## src/rtl/tmr_pkg.sv

```systemverilog
`timescale 1ns/1ps
// Shared definitions for the timer unit.
// Assumes exactly four decade timebases (1 us .. 1 ms).
package tmr_pkg;
    localparam int unsigned NUM_RATES = 4;
    localparam int unsigned CNT_W     = 16;
    localparam int unsigned TS_W      = 32;
    typedef logic [NUM_RATES-1:0] tick_vec_t;
    typedef logic [CNT_W-1:0]     cnt_t;
endpackage

```

## src/rtl/tmr_tick_gen.sv

```systemverilog
`timescale 1ns/1ps
// Decade tick generator: a prescaler makes a 1 us strobe, and each further
// stage divides the previous strobe by ten. Each strobe is high for one cycle.
// Assumes REF_PER_US >= 2, so that strobes never sit high on back-to-back cycles.
module tmr_tick_gen
    import tmr_pkg::*;
#(
    parameter int unsigned REF_PER_US = 100
) (
    input  logic      clk,
    input  logic      rst_n,
    output tick_vec_t strobe
);
    localparam int unsigned PW = (REF_PER_US > 2) ? $clog2(REF_PER_US) : 1;
    localparam logic [PW-1:0] PRE_LAST = PW'(REF_PER_US - 1);

    logic [PW-1:0] pre;

    // prescaler counting reference cycles within one microsecond
    always_ff @(posedge clk) begin
        if (!rst_n)               pre <= '0;
        else if (pre == PRE_LAST) pre <= '0;
        else                      pre <= pre + 1'b1;
    end

    assign strobe[0] = (pre == PRE_LAST);

    for (genvar d = 1; d < NUM_RATES; d++) begin : g_decade
        logic [3:0] dc;
        // divide-by-ten stage counting strobes of the previous rate
        always_ff @(posedge clk) begin
            if (!rst_n)            dc <= '0;
            else if (strobe[d-1])  dc <= (dc == 4'd9) ? 4'd0 : dc + 4'd1;
        end
        assign strobe[d] = strobe[d-1] && (dc == 4'd9);
    end


    us_strobe_single_chk: assert property (@(posedge clk) disable iff (!rst_n)
        strobe[0] |=> !strobe[0]);
endmodule

```

## src/rtl/tmr_channel.sv

```systemverilog
`timescale 1ns/1ps
// One 16-bit down-counting event channel. A load arms the channel with a new
// value. On each selected tick it decrements, and the tick at zero fires a
// one-cycle interrupt, then reloads (periodic) or disarms (one-shot).
// Assumes the selected strobe is never high on two cycles in a row.
module tmr_channel
    import tmr_pkg::*;
(
    input  logic      clk,
    input  logic      rst_n,
    input  logic      en,
    input  logic      periodic,
    input  logic [1:0] res,
    input  tick_vec_t strobe,
    input  logic      load,
    input  cnt_t      load_val,
    output cnt_t      cnt,
    output logic      irq
);
    cnt_t reload;
    logic armed;
    logic tick;

    assign tick = strobe[res];

    // countdown, reload and interrupt pulse generation
    always_ff @(posedge clk) begin
        if (!rst_n) begin
            cnt    <= '0;
            reload <= '0;
            armed  <= 1'b0;
            irq    <= 1'b0;
        end else begin
            irq <= 1'b0;
            if (load) begin
                cnt    <= load_val;
                reload <= load_val;
                armed  <= 1'b1;
            end else if (en && tick && armed) begin
                if (cnt == '0) begin
                    irq <= 1'b1;
                    if (periodic) cnt   <= reload;
                    else          armed <= 1'b0;
                end else begin
                    cnt <= cnt - 1'b1;
                end
            end
        end
    end


    irq_pulse_chk: assert property (@(posedge clk) disable iff (!rst_n)
        irq |=> !irq);

    frozen_chk: assert property (@(posedge clk) disable iff (!rst_n)
        (!en && !load) |=> ($stable(cnt) && !irq));

    oneshot_park_chk: assert property (@(posedge clk) disable iff (!rst_n)
        (en && tick && armed && cnt == '0 && !periodic && !load) |=> (cnt == '0 && !armed));
endmodule

```

## src/rtl/tmr_timestamp.sv

```systemverilog
`timescale 1ns/1ps
// 32-bit free-running timestamp. Resolution code 0 counts every clock and
// codes 1..4 count decade strobes. Other codes, or enable low, hold the value.
// The count wraps modulo 2^32.
module tmr_timestamp
    import tmr_pkg::*;
(
    input  logic            clk,
    input  logic            rst_n,
    input  logic            en,
    input  logic [2:0]      res,
    input  tick_vec_t       strobe,
    output logic [TS_W-1:0] ts
);
    logic       step;
    logic [1:0] sidx;

    assign sidx = res[1:0] - 2'd1;

    // choose the advance condition from the resolution code
    always_comb begin
        if (!en)                          step = 1'b0;
        else if (res == 3'd0)             step = 1'b1;
        else if (res <= 3'd4)             step = strobe[sidx];
        else                              step = 1'b0;
    end

    // timestamp register
    always_ff @(posedge clk) begin
        if (!rst_n)    ts <= '0;
        else if (step) ts <= ts + 1'b1;
    end


    ts_sysclk_chk: assert property (@(posedge clk) disable iff (!rst_n)
        (en && res == 3'd0) |=> (ts == $past(ts) + 1'b1));

    ts_hold_chk: assert property (@(posedge clk) disable iff (!rst_n)
        !en |=> $stable(ts));
endmodule

```

## src/rtl/tmr_unit.sv

```systemverilog
`timescale 1ns/1ps
// Timer unit top: control word, register port, tick generator, event
// channels and timestamp. Channel i takes its resolution from
// ctrl[CH_RES_LSB+2i +: 2], its mode from ctrl[CH_MODE_LSB+i] and its enable
// from ctrl[CH_EN_LSB+i]. The timestamp uses ctrl[TS_RES_LSB +: 3] and
// ctrl[TS_EN_BIT]. Assumes the parameters keep these fields from overlapping.
module tmr_unit
    import tmr_pkg::*;
#(
    parameter int unsigned REF_PER_US  = 100,
    parameter int unsigned NUM_CH      = 2,
    parameter int unsigned ADDR_W      = 3,
    parameter int unsigned CH_RES_LSB  = 0,
    parameter int unsigned CH_MODE_LSB = 12,
    parameter int unsigned CH_EN_LSB   = 16,
    parameter int unsigned TS_RES_LSB  = 8,
    parameter int unsigned TS_EN_BIT   = 20
) (
    input  logic              clk,
    input  logic              rst_n,
    input  logic              bus_wr,
    input  logic [ADDR_W-1:0] bus_addr,
    input  logic [31:0]       bus_wdata,
    output logic [31:0]       bus_rdata,
    output logic [NUM_CH-1:0] irq
);
    localparam logic [ADDR_W-1:0] A_CTRL = ADDR_W'(0);
    localparam logic [ADDR_W-1:0] A_TS   = ADDR_W'(1);
    localparam int unsigned       A_CH0  = 2;

    logic [31:0]     ctrl;
    tick_vec_t       strobe;
    logic [TS_W-1:0] ts;
    cnt_t            ch_cnt [NUM_CH];

    // control word register
    always_ff @(posedge clk) begin
        if (!rst_n)                          ctrl <= '0;
        else if (bus_wr && bus_addr == A_CTRL) ctrl <= bus_wdata;
    end

    tmr_tick_gen #(.REF_PER_US(REF_PER_US)) u_ticks (
        .clk(clk), .rst_n(rst_n), .strobe(strobe)
    );

    tmr_timestamp u_ts (
        .clk(clk), .rst_n(rst_n),
        .en(ctrl[TS_EN_BIT]), .res(ctrl[TS_RES_LSB +: 3]),
        .strobe(strobe), .ts(ts)
    );

    for (genvar i = 0; i < NUM_CH; i++) begin : g_ch
        logic ld;
        assign ld = bus_wr && (bus_addr == ADDR_W'(A_CH0 + i));
        tmr_channel u_ch (
            .clk(clk), .rst_n(rst_n),
            .en(ctrl[CH_EN_LSB + i]),
            .periodic(ctrl[CH_MODE_LSB + i]),
            .res(ctrl[CH_RES_LSB + 2*i +: 2]),
            .strobe(strobe),
            .load(ld), .load_val(bus_wdata[CNT_W-1:0]),
            .cnt(ch_cnt[i]), .irq(irq[i])
        );
    end

    // read data multiplexer
    always_comb begin
        bus_rdata = '0;
        if (bus_addr == A_CTRL) bus_rdata = ctrl;
        if (bus_addr == A_TS)   bus_rdata = ts;
        for (int i = 0; i < NUM_CH; i++)
            if (bus_addr == ADDR_W'(A_CH0 + i)) bus_rdata = {16'b0, ch_cnt[i]};
    end
endmodule

```

## config.mk

```make
export PLATFORM = sky130hd
export DESIGN_NAME = tmr_unit
export DESIGN_NICKNAME = d
export VERILOG_FILES = /design/src/rtl/tmr_pkg.sv /design/src/rtl/tmr_tick_gen.sv /design/src/rtl/tmr_channel.sv /design/src/rtl/tmr_timestamp.sv /design/src/rtl/tmr_unit.sv
export SDC_FILE = /design/constraint.sdc
export NUM_CORES = 1
export LEC_CHECK = 0
export BUFFER_PORTS_ARGS = -buffer_cell sky130_fd_sc_hd__buf_2
export CORE_ASPECT_RATIO = 1.2
export CORE_MARGIN = 8
export CORE_UTILIZATION = 40
export DETAILED_ROUTE_END_ITERATION = 10
export PLACE_DENSITY = 0.66
export SLEW_MARGIN = 20
export SYNTH_ARGS = -nofsm -noshare
export SYNTH_HDL_FRONTEND = slang
export SYNTH_SLANG_ARGS = --single-unit
```

## constraint.sdc

```tcl
create_clock -name clk -period 3.3 [get_ports clk]
set_clock_uncertainty 0.1 [all_clocks]
set_input_delay 0.495 -clock clk [delete_from_list [all_inputs] [get_ports clk]]
set_output_delay 0.495 -clock clk [all_outputs]
set_load 0.02 [all_outputs]
```

==> out/results.ini, run 1 <==
[place]
portBuffers = 71
routabilityCongestion = 0.926
place.detailed.hpwl_mm = 17.7
place_ws_ns = 0.456
placed_cells = 1283

[die]
start_util = 0.406
ioPinCount = 72
fp-row-count = 57
chipHeight_um = 173
core_area_sq_mm = 0.0202
die-area_sq_mm = 0.0253
die_x_um = 147

[finish]
fin_nets = 1082
fin_cells = 1315
n_antenna_cell = 0
area_delta_synth_final_pct = 14.1
drive_gt1_frac = 0.163
num-fill-cells = 1978

[global_route]
grt_pass1_wl_mm = 38.9
grtUsageTotal = 0.192
antenna_found_initial = 0
use_met3 = 0.0473
grt_most_used_layer = met2
met1_usage = 0.242
grtUsageMet2 = 0.302
grt_pass1_vias = 7297
grt_max_degree = 70
grt_overflow_total = 0

[min_path]
hold_class = in -> reg

[synth]
synthArstFlopShare = 0
syn_inst = 993
synth-main-ff-cell = dfxtp_1
synth_top_area_frac = 0.369
synthXorXnorAreaFrac = 0.0481
synth_adder_area_share = 0.0119
ys_types = 78
synth_warnings = 0
synth_mux_area_frac = 0.0542
synthesis.nets = 1038
synthTopCellsByCount = 184 x nand2_1, 151 x dfxtp_1, 99 x a21oi_1, 53 x nor2_1, 49 x clkbuf_1
yosysMostFrequentCell = nand2_1
synthTopCellsByArea = dfxtp_1 37%, nand2_1 8.4%, a21oi_1 6.0%, mux4_2 4.1%, xnor2_1 3.2%
synth_top_family_by_area = simple AND/OR/NAND/NOR gates
syn_area_sq_mm = 0.00820
synth_compound_area_frac = 0.201
ys_ff_latch = 151
synth_edf_count = 0
yosysSeqAreaShare = 0.369
avgSynthCellArea_sq_um = 8.25
synth-simple-area-share = 0.260
yosys.area.top_type = dfxtp_1

[sta]
period_minus_slack_ns = 2.93
worst_pin_slew_ns = 0.951
period_share = 0.887
finalWorstSetupSlack_ns = 0.373
finalSetupViolations = 0
finalMaxSlewViolations = 0
max_freq_mhz = 342
slew_headroom = 0.364
holdWs_ns = 0.193
hold_violations = 0
finalSetupTns_ns = 0
rsz0062_at_grt = false

[clock_tree]
cts_hold_buf = 0
cts_tree = yes
post_cts_resized = 0
cts-root-buf = clkbuf_16
htree_levels = 4
postCtsSetupRepairBufs = 0
clkSinkCount = 151
clock_path_buffers = 2
clkTransAtPathRegs_ns = 0.06
cts_made_buffers = 17
clock_latency_ns = 0.43

[critical_path]
crit_required_ns = 3.56
critPathCaptureType = flop
startpoint_type = flop
cp.arrival_ns = 3.19
rrSetupSlack_ns = 0.37
critPathMaxFanout = 9
critPathKind = reg -> reg

[run_status]
status = complete, no violations

[drt]
vias_per_cell = 5.80
drt-initial-drc-count = 527
routedWlPerCell_um = 18.7
first_pass_iters = 5
postRouteWirelength_mm = 24.6
postRouteAntennaNets = 0
drc = 0
vias = 7623

[job]
max_cap_violations = 0

[power_and_ir_drop]
total_power_mw = 4.48
ir_worst_vdd_v = 0.000385
p_leak_nw = 3.43
power_density_mw_per_mm2 = 480

-- path summary, 6_finish.rpt --
check / from / end / cells after the start
worst min register to register: u_ticks.pre[0]$_SDFF_PP0_ / u_ticks.pre[0]$_SDFF_PP0_ / 1
worst max-delay path: g_ch[0].u_ch.cnt[2]$_SDFFE_PN0P_ / g_ch[0].u_ch.cnt[12]$_SDFFE_PN0P_ / 7
worst max register to register: g_ch[0].u_ch.cnt[2]$_SDFFE_PN0P_ / g_ch[0].u_ch.cnt[12]$_SDFFE_PN0P_ / 7
worst min-delay path: bus_wdata[21] / ctrl[21]$_SDFFE_PN0P_ / 3
-- cell usage in the layout (no fill, tap or decap), types with 5 or more instances in the layout --
master,netlist,layout
and4_1,9,9
nand2_1,184,184
or3_2,5,5
nor3_1,22,20
a31oi_1,14,14
nor2b_1,24,24
o31ai_1,6,6
a22o_1,16,16
dfxtp_1,151,151
and3_1,15,15
nand4_1,10,10
inv_1,16,16
o21ai_0,44,44
nand3_1,23,23
or4_1,7,7
a211o_1,8,8
or3_1,9,9
ha_1,7,7
buf_4,2,24
nor4_1,11,11
xnor2_1,30,30
a211oi_1,5,5
xor2_1,15,15
clkbuf_8,3,5
mux4_2,15,15
mux2i_1,8,8
a21oi_1,99,99
o21a_1,6,6
and2_1,16,17
o2111ai_1,9,9
clkbuf_16,0,17
buf_2,5,71
nor2_1,53,52
nand2b_1,10,10
o211ai_1,18,18
-- state kept, by name, summed over array words and instances (netlist names) --
signal and flops:
ctrl 32, g_ch.u_ch.armed 2, g_ch.u_ch.cnt 32, g_ch.u_ch.irq 2
g_ch.u_ch.reload 32, u_ticks.g_decade.dc 12, u_ticks.pre 7, u_ts.ts 32
-- cell families (layout without fill, tap and decap cells) --
group | after synthesis | in the layout
simple gates | 424 | 424
compound gates | 254 | 254
flops | 151 | 151
buf+inv | 87 | 144
xor+xnor | 45 | 45
mux | 24 | 24
fa+ha+maj | 8 | 8
-- metal layers --
layer  routed length, um  vias up
met3                1760       53
met2               11200      263
met5                   0        -
met1               10800     3655
li1                    -     3652
met4                 795        0
-- report_power, final --
group	internal, mW	leakage [nW]	total [mW]	switching, mW
Clock	1.30	0.302	2.10	0.801
Combinational	0.181	1.91	0.493	0.312
Sequential	1.86	1.22	1.89	0.0383
Total	3.33	3.43	4.48	1.15
-- worst max-delay path, stage by stage (launching register included) --
cell and delay (ns):
dfxtp_1 0.39, or4_1 0.66, or4_1 0.66, o31ai_4 0.24, or2_1 0.34, buf_4 0.24, nand4_1 0.11, o211ai_1 0.11
-- cell type report --
class,instances,area [sq um],share of cell area
clock inverters,9,139,0.0149
multi-input cells,755,4760,0.509
flip-flops and latches,151,3020,0.323
clock buffers,23,498,0.0533
well taps,265,332,0.0355
inverters,17,63.8,0.00683
repair buffers,95,536,0.0573
-- per-stage QoR --
stage,utilization,instance area (sq um)
after detailed placement,0.432,8710
after global routing,0.463,9350
after floorplan,-,8200
final,0.463,9350
after global placement,0.432,8710
after CTS,0.463,9350
(Power assumes the default switching activity.)
==> inputs of run 2 (changes only) <==
--- a/config.mk
+++ b/config.mk
@@ -14,4 +14,5 @@
 export SLEW_MARGIN = 20
 export SYNTH_ARGS = -nofsm -noshare
 export SYNTH_HDL_FRONTEND = slang
+export SYNTH_HIERARCHICAL = 1
 export SYNTH_SLANG_ARGS = --single-unit
==> run 2 against run 1 <==
Against the previous run: hold slack better by 0.0088 ns; first-iteration DRC count is 30% higher; cell area is 3.9% higher; clock power fell by 5%; register-to-register slack worse by 0.15 ns; critical endpoint is now u_ts/ts[31]$_SDFFE_PN0P_.
==> out/results.ini, run 2 <==
[run_status]
status = complete, no violations

[place]
place.detailed.hpwl_mm = 17.7
routabilityCongestion = 0.964
place_ws_ns = 0.231
portBuffers = 71

[global_route]
grt_max_degree = 43
grt_pass1_vias = 7210
antenna_found_initial = 0
grt_pass1_wl_mm = 39.1
grt_overflow_total = 0
grtUsageTotal = 0.185

[drt]
postRouteAntennaNets = 0
vias_per_cell = 5.72
vias = 7574
drt-initial-drc-count = 683
postRouteWirelength_mm = 24.5
drc = 0
first_pass_iters = 6
routedWlPerCell_um = 18.5

[clock_tree]
clkSinkCount = 151
clock_path_buffers = 2
cts_tree = yes
htree_levels = 4
cts_hold_buf = 0
cts-root-buf = clkbuf_16
clock_latency_ns = 0.43
clkTransAtPathRegs_ns = 0.07
postCtsSetupRepairBufs = 0
post_cts_resized = 0
cts_made_buffers = 17

[critical_path]
worstReg2RegStart = u_ticks/pre[0]$_SDFF_PP0_
critPathKind = reg -> reg
crit_required_ns = 3.57
critPathCaptureType = flop
r2r_end = u_ts/ts[31]$_SDFFE_PN0P_
crit_end = u_ts/ts[31]$_SDFFE_PN0P_
rrSetupSlack_ns = 0.22
cp.arrival_ns = 3.35
startpoint = u_ticks/pre[0]$_SDFF_PP0_
startpoint_type = flop
reg2reg_depth = 9
critPathMaxFanout = 13

[synth]
synth_top_area_frac = 0.352
synthArstFlopShare = 0
synthTopCellsByArea = dfxtp_1 35%, mux2i_1 13%, nand2_1 5.7%, nor2_1 2.8%, xnor2_1 2.5%
ys_types = 82
synth_warnings = 6
synthTopCellsByCount = 151 x dfxtp_1, 131 x nand2_1, 112 x mux2i_1, 65 x nor2_1, 38 x a21oi_1
ys_ff_latch = 151
syn_inst = 996
yosys.area.top_type = dfxtp_1
yosysSeqAreaShare = 0.352
yosysMostFrequentCell = dfxtp_1
synth_edf_count = 0
syn_area_sq_mm = 0.00859
avgSynthCellArea_sq_um = 8.63
synth-main-ff-cell = dfxtp_1
synthesis.nets = 1041

[power_and_ir_drop]
p_leak_nw = 3.68
power_density_mw_per_mm2 = 459
ir_worst_vdd_v = 0.000359

[finish]
final_common_cell = dfxtp_1
n_antenna_cell = 0
seq_area_sq_mm = 0.00302
multi_input_area_sq_mm = 0.00514
fin_nets = 1087
drive_gt1_frac = 0.160
area_delta_synth_final_pct = 13.0
num-fill-cells = 2080
final_cell_mix = 151 x dfxtp_1, 131 x nand2_1, 112 x mux2i_1

[min_path]
hold_class = in -> reg
hold_start = bus_wdata[29]
min_path_cells = 3

[sta]
finalSetupViolations = 0
finalSetupTns_ns = 0
finalMaxSlewViolations = 0
max_freq_mhz = 325
period_minus_slack_ns = 3.08
finalWorstSetupSlack_ns = 0.220
rsz0062_at_grt = false
period_share = 0.933
worst_pin_slew_ns = 0.717
holdWs_ns = 0.201
slew_headroom = 0.521
hold_violations = 0

[die]
core_area_sq_mm = 0.0210
ioPinCount = 72
die-area_sq_mm = 0.0265
fp-row-count = 58
chipHeight_um = 177
start_util = 0.408
die_x_um = 150

[job]
max_cap_violations = 0

[run 2: cell count changes after synthesis, moves of 11 or more]
cell	change
nand2_1	-53
mux4_2	-15
o31ai_1	+21
o211ai_1	-16
a21oi_1	-61
a22o_1	-16
o22ai_1	+21
nor2_1	+12
clkbuf_1	-16
a21boi_0	+11
mux2i_1	+104
o21ai_0	-22
[run 2: cells by family after synthesis]
group | share of synthesized area
muxes | 0.136
adders and majority gates | 0.0102
and+or+nand+nor | 0.251
DFF | 0.352
xor gates and xnor gates | 0.0357
AOI/OAI and AO/OA | 0.163
buffers and inverters | 0.0518
[run 2: cell type report]
class,count,area share
Clock buffer,17,0.0438
Clock inverter,15,0.0187
Inverter,22,0.00850
Multi-Input combinational cell,757,0.529
Sequential cell,151,0.311
Tap cell,270,0.0348
Timing Repair Buffer,93,0.0538
[run 2: metrics by stage]
step           utilization  total power [mW]  std cells  instance area [sq um]
2_1_floorplan            -              2.34        996                   8590
5_1_grt              0.462              4.63       1325                   9720
3_5_place_dp         0.433              2.50       1293                   9110
4_1_cts              0.462              4.49       1325                   9720
3_3_place_gp         0.433              2.50       1293                   9110
6_report             0.462              4.46       1325                   9720
[run 2: how the worst min path moves through the flow]
stage | to | slack [ns]
final | ctrl[29]$_SDFFE_PN0P_ | 0.20
after global routing | ctrl[21]$_SDFFE_PN0P_ | 0.20
after CTS | ctrl[29]$_SDFFE_PN0P_ | 0.19
after detailed placement | u_ticks/pre[0]$_SDFF_PP0_ | 0.34
after global placement | u_ticks/pre[0]$_SDFF_PP0_ | 0.33
after floorplan | u_ticks/pre[0]$_SDFF_PP0_ | 0.31
[run 2: metal layers]
metal  up-vias  part of all wire  track usage
met5         -                 0            0
met3        38             0.066       0.0418
li1       3705                 -            -
met4         0             0.026       0.0722
met2       257              0.46        0.296
met1      3574              0.44        0.238
[run 2: report_power, final]
part           total, mW  switching, mW  internal (mW)
combinational      0.569          0.340          0.228
sequential          1.90         0.0459           1.86
clock               1.99          0.902           1.09
[run 2: critical path, cell delays in order (launching register included)]
cell,delay (ns)
dfxtp_1,0.35
ha_1,0.21
and4bb_2,0.32
and4_1,0.22
and3b_2,0.21
mux2_2,0.20
o311ai_4,0.14
or4_4,0.63
or4_1,0.49
a21oi_1,0.15
==> inputs of run 3 (changes only) <==
--- a/config.mk
+++ b/config.mk
@@ -7,7 +7,7 @@
 export LEC_CHECK = 0
 export BUFFER_PORTS_ARGS = -buffer_cell sky130_fd_sc_hd__buf_2
 export CORE_ASPECT_RATIO = 1.2
-export CORE_MARGIN = 8
+export CORE_MARGIN = 2
 export CORE_UTILIZATION = 40
 export DETAILED_ROUTE_END_ITERATION = 10
 export PLACE_DENSITY = 0.66
==> constraint.sdc (replaced) <==
create_clock -name clk -period 3.5 [get_ports clk]
set_clock_uncertainty 0.1 [all_clocks]
set_input_delay 0.525 -clock clk [delete_from_list [all_inputs] [get_ports clk]]
set_output_delay 0.525 -clock clk [all_outputs]
set_load 0.02 [all_outputs]
==> run 3 against run 2 <==
Against the previous run: wire length decreased by 2.9%; critical path depth did not move; first-iteration DRC count shrank 22%; sequential power down 6%; maximum frequency down 1.3%; combinational power decreased by 6.2%; count of clock-buffer cells in the layout stayed put; cell area is 0.12% lower; worst setup slack better by 0.16 ns; die area fell by 14%; flip-flop and latch count did not move; core utilization decreased by 0.054 points; critical path type unchanged; critical endpoint unchanged; largest power group unchanged.
==> out/results.ini, run 3 (synthesis gave the netlist of run 2 again) <==
[global_route]
grt_pass1_vias = 7217
antenna_found_initial = 0
grtUsageTotal = 0.215
grt_max_degree = 62
grt_pass1_wl_mm = 38.1
grt_overflow_total = 0

[drt]
postRouteWirelength_mm = 23.8
routedWlPerCell_um = 18.0
drc = 0
drt-initial-drc-count = 535
first_pass_iters = 5
postRouteAntennaNets = 0
vias = 7629
vias_per_cell = 5.76

[die]
chipHeight_um = 165
start_util = 0.408
core_area_sq_mm = 0.0210
die-area_sq_mm = 0.0227
die_x_um = 138
ioPinCount = 72
fp-row-count = 58

[place]
postPlaceCellArea_sq_mm = 0.00910
portBuffers = 71
place.detailed.hpwl_mm = 17.1
placed_cells = 1292
routabilityCongestion = 0.954

[clock_tree]
cts_hold_buf = 0
clkTransAtPathRegs_ns = 0.07
post_cts_resized = 0
clkSinkCount = 151
htree_levels = 4
postCtsSetupRepairBufs = 0
clock_path_buffers = 2
cts_tree = yes
clock_latency_ns = 0.43
cts-root-buf = clkbuf_16
cts_made_buffers = 17

[finish]
stdcell_area_sq_mm = 0.00970
final_common_cell = dfxtp_1
area_delta_synth_final_pct = 12.9
drive_gt1_frac = 0.158
n_antenna_cell = 0
fin_nets = 1086
fin_cells = 1324
final_cell_mix = 151 x dfxtp_1, 131 x nand2_1, 112 x mux2i_1

[min_path]
hold_class = in -> reg

[sta]
finalSetupTns_ns = 0
rsz0062_at_grt = false
period_minus_slack_ns = 3.12
slew_headroom = 0.309
hold_violations = 0
period_share = 0.891
finalSetupViolations = 0
finalMaxSlewViolations = 0
max_freq_mhz = 321
worst_pin_slew_ns = 1.03

[critical_path]
critPathMaxFanout = 13
slowest_stage = or4_4
crit_required_ns = 3.75
critPathCaptureType = flop
startpoint_type = flop
rrSetupSlack_ns = 0.38
cp.arrival_ns = 3.37
critPathMaxStageDelay_ns = 0.66
critPathKind = reg -> reg
crit_chain = ha_1 > and4bb_1 > and4_1 > and3b_2 > mux2_2 > o311ai_4 > or4_4 > or4_1 > a21oi_1

[power_and_ir_drop]
p_comb_frac = 0.126
netSwitchingPower_mw = 1.19
total_power_mw = 4.23
p_int_mw = 3.05
p_leak_nw = 3.68
power_frac_seq = 0.423
pwr-share-clk = 0.451
ir_worst_vdd_v = 0.000337
swShare = 0.280
power_density_mw_per_mm2 = 436

[job]
max_cap_violations = 0

[run_status]
status = complete, no violations

-- run 3: cell types whose count changed in the layout (fill, tap and decap cells not counted), sizes merged --
| cell | change |
|---|---|
| clkinv | -2 |
| inv | +2 |
| buf | -1 |
| clkinvlp | -1 |
| bufinv | +1 |
-- run 3: final cells by class --
cell class | count | area (sq um)
inverter | 22 | 82.6
clock inverter | 15 | 178
clock buffer | 17 | 425
tap | 270 | 338
multi-input combinational | 757 | 5140
sequential | 151 | 3020
timing repair buffer | 92 | 515
fill | 2058 | 11300
-- run 3: path summary, 6_finish.rpt --
| check | startpoint | to | cells past startpoint |
|---|---|---|---|
| min reg2reg | u_ticks/pre[0]$_SDFF_PP0_ | u_ticks/pre[0]$_SDFF_PP0_ | 1 |
| min | bus_wdata[31] | ctrl[31]$_SDFFE_PN0P_ | 3 |
| max | u_ticks/pre[0]$_SDFF_PP0_ | u_ts/ts[31]$_SDFFE_PN0P_ | 9 |
| max reg2reg | u_ticks/pre[0]$_SDFF_PP0_ | u_ts/ts[31]$_SDFFE_PN0P_ | 9 |
-- run 3: critical path: cells and delay by family (launching register included) --
kind	cells	cell delay (ns)
AO/OA/AOI/OAI	2	0.28
AND/OR/NAND/NOR	5	1.90
flip-flops	1	0.35
multiplexers	1	0.20
adder cells (fa/ha/maj)	1	0.21
-- run 3: per-stage QoR --
stage	hold WS [ns]	utilization	setup slack [ns]
final	0.228	0.461	0.380
after global placement	0.325	0.432	0.475
after global routing	0.228	0.461	0.263
after floorplan	0.313	-	0.561
after detailed placement	0.338	0.432	0.390
after CTS	0.218	0.461	0.380
-- run 3: layer usage --
layer	wire, um	GRT usage
met1	10600	0.281
met2	11100	0.358
met3	1560	0.0399
met4	600	0.0696
met5	0	0
-- run 3: power by group through the flow --
stage	clock network (mW)	logic, mW	registers (mW)
6_report	1.91	0.534	1.79
3_5_place_dp	0	0.527	1.83
2_1_floorplan	0	0.394	1.82
3_3_place_gp	0	0.523	1.83
5_1_grt	2.01	0.582	1.80
4_1_cts	1.94	0.530	1.79
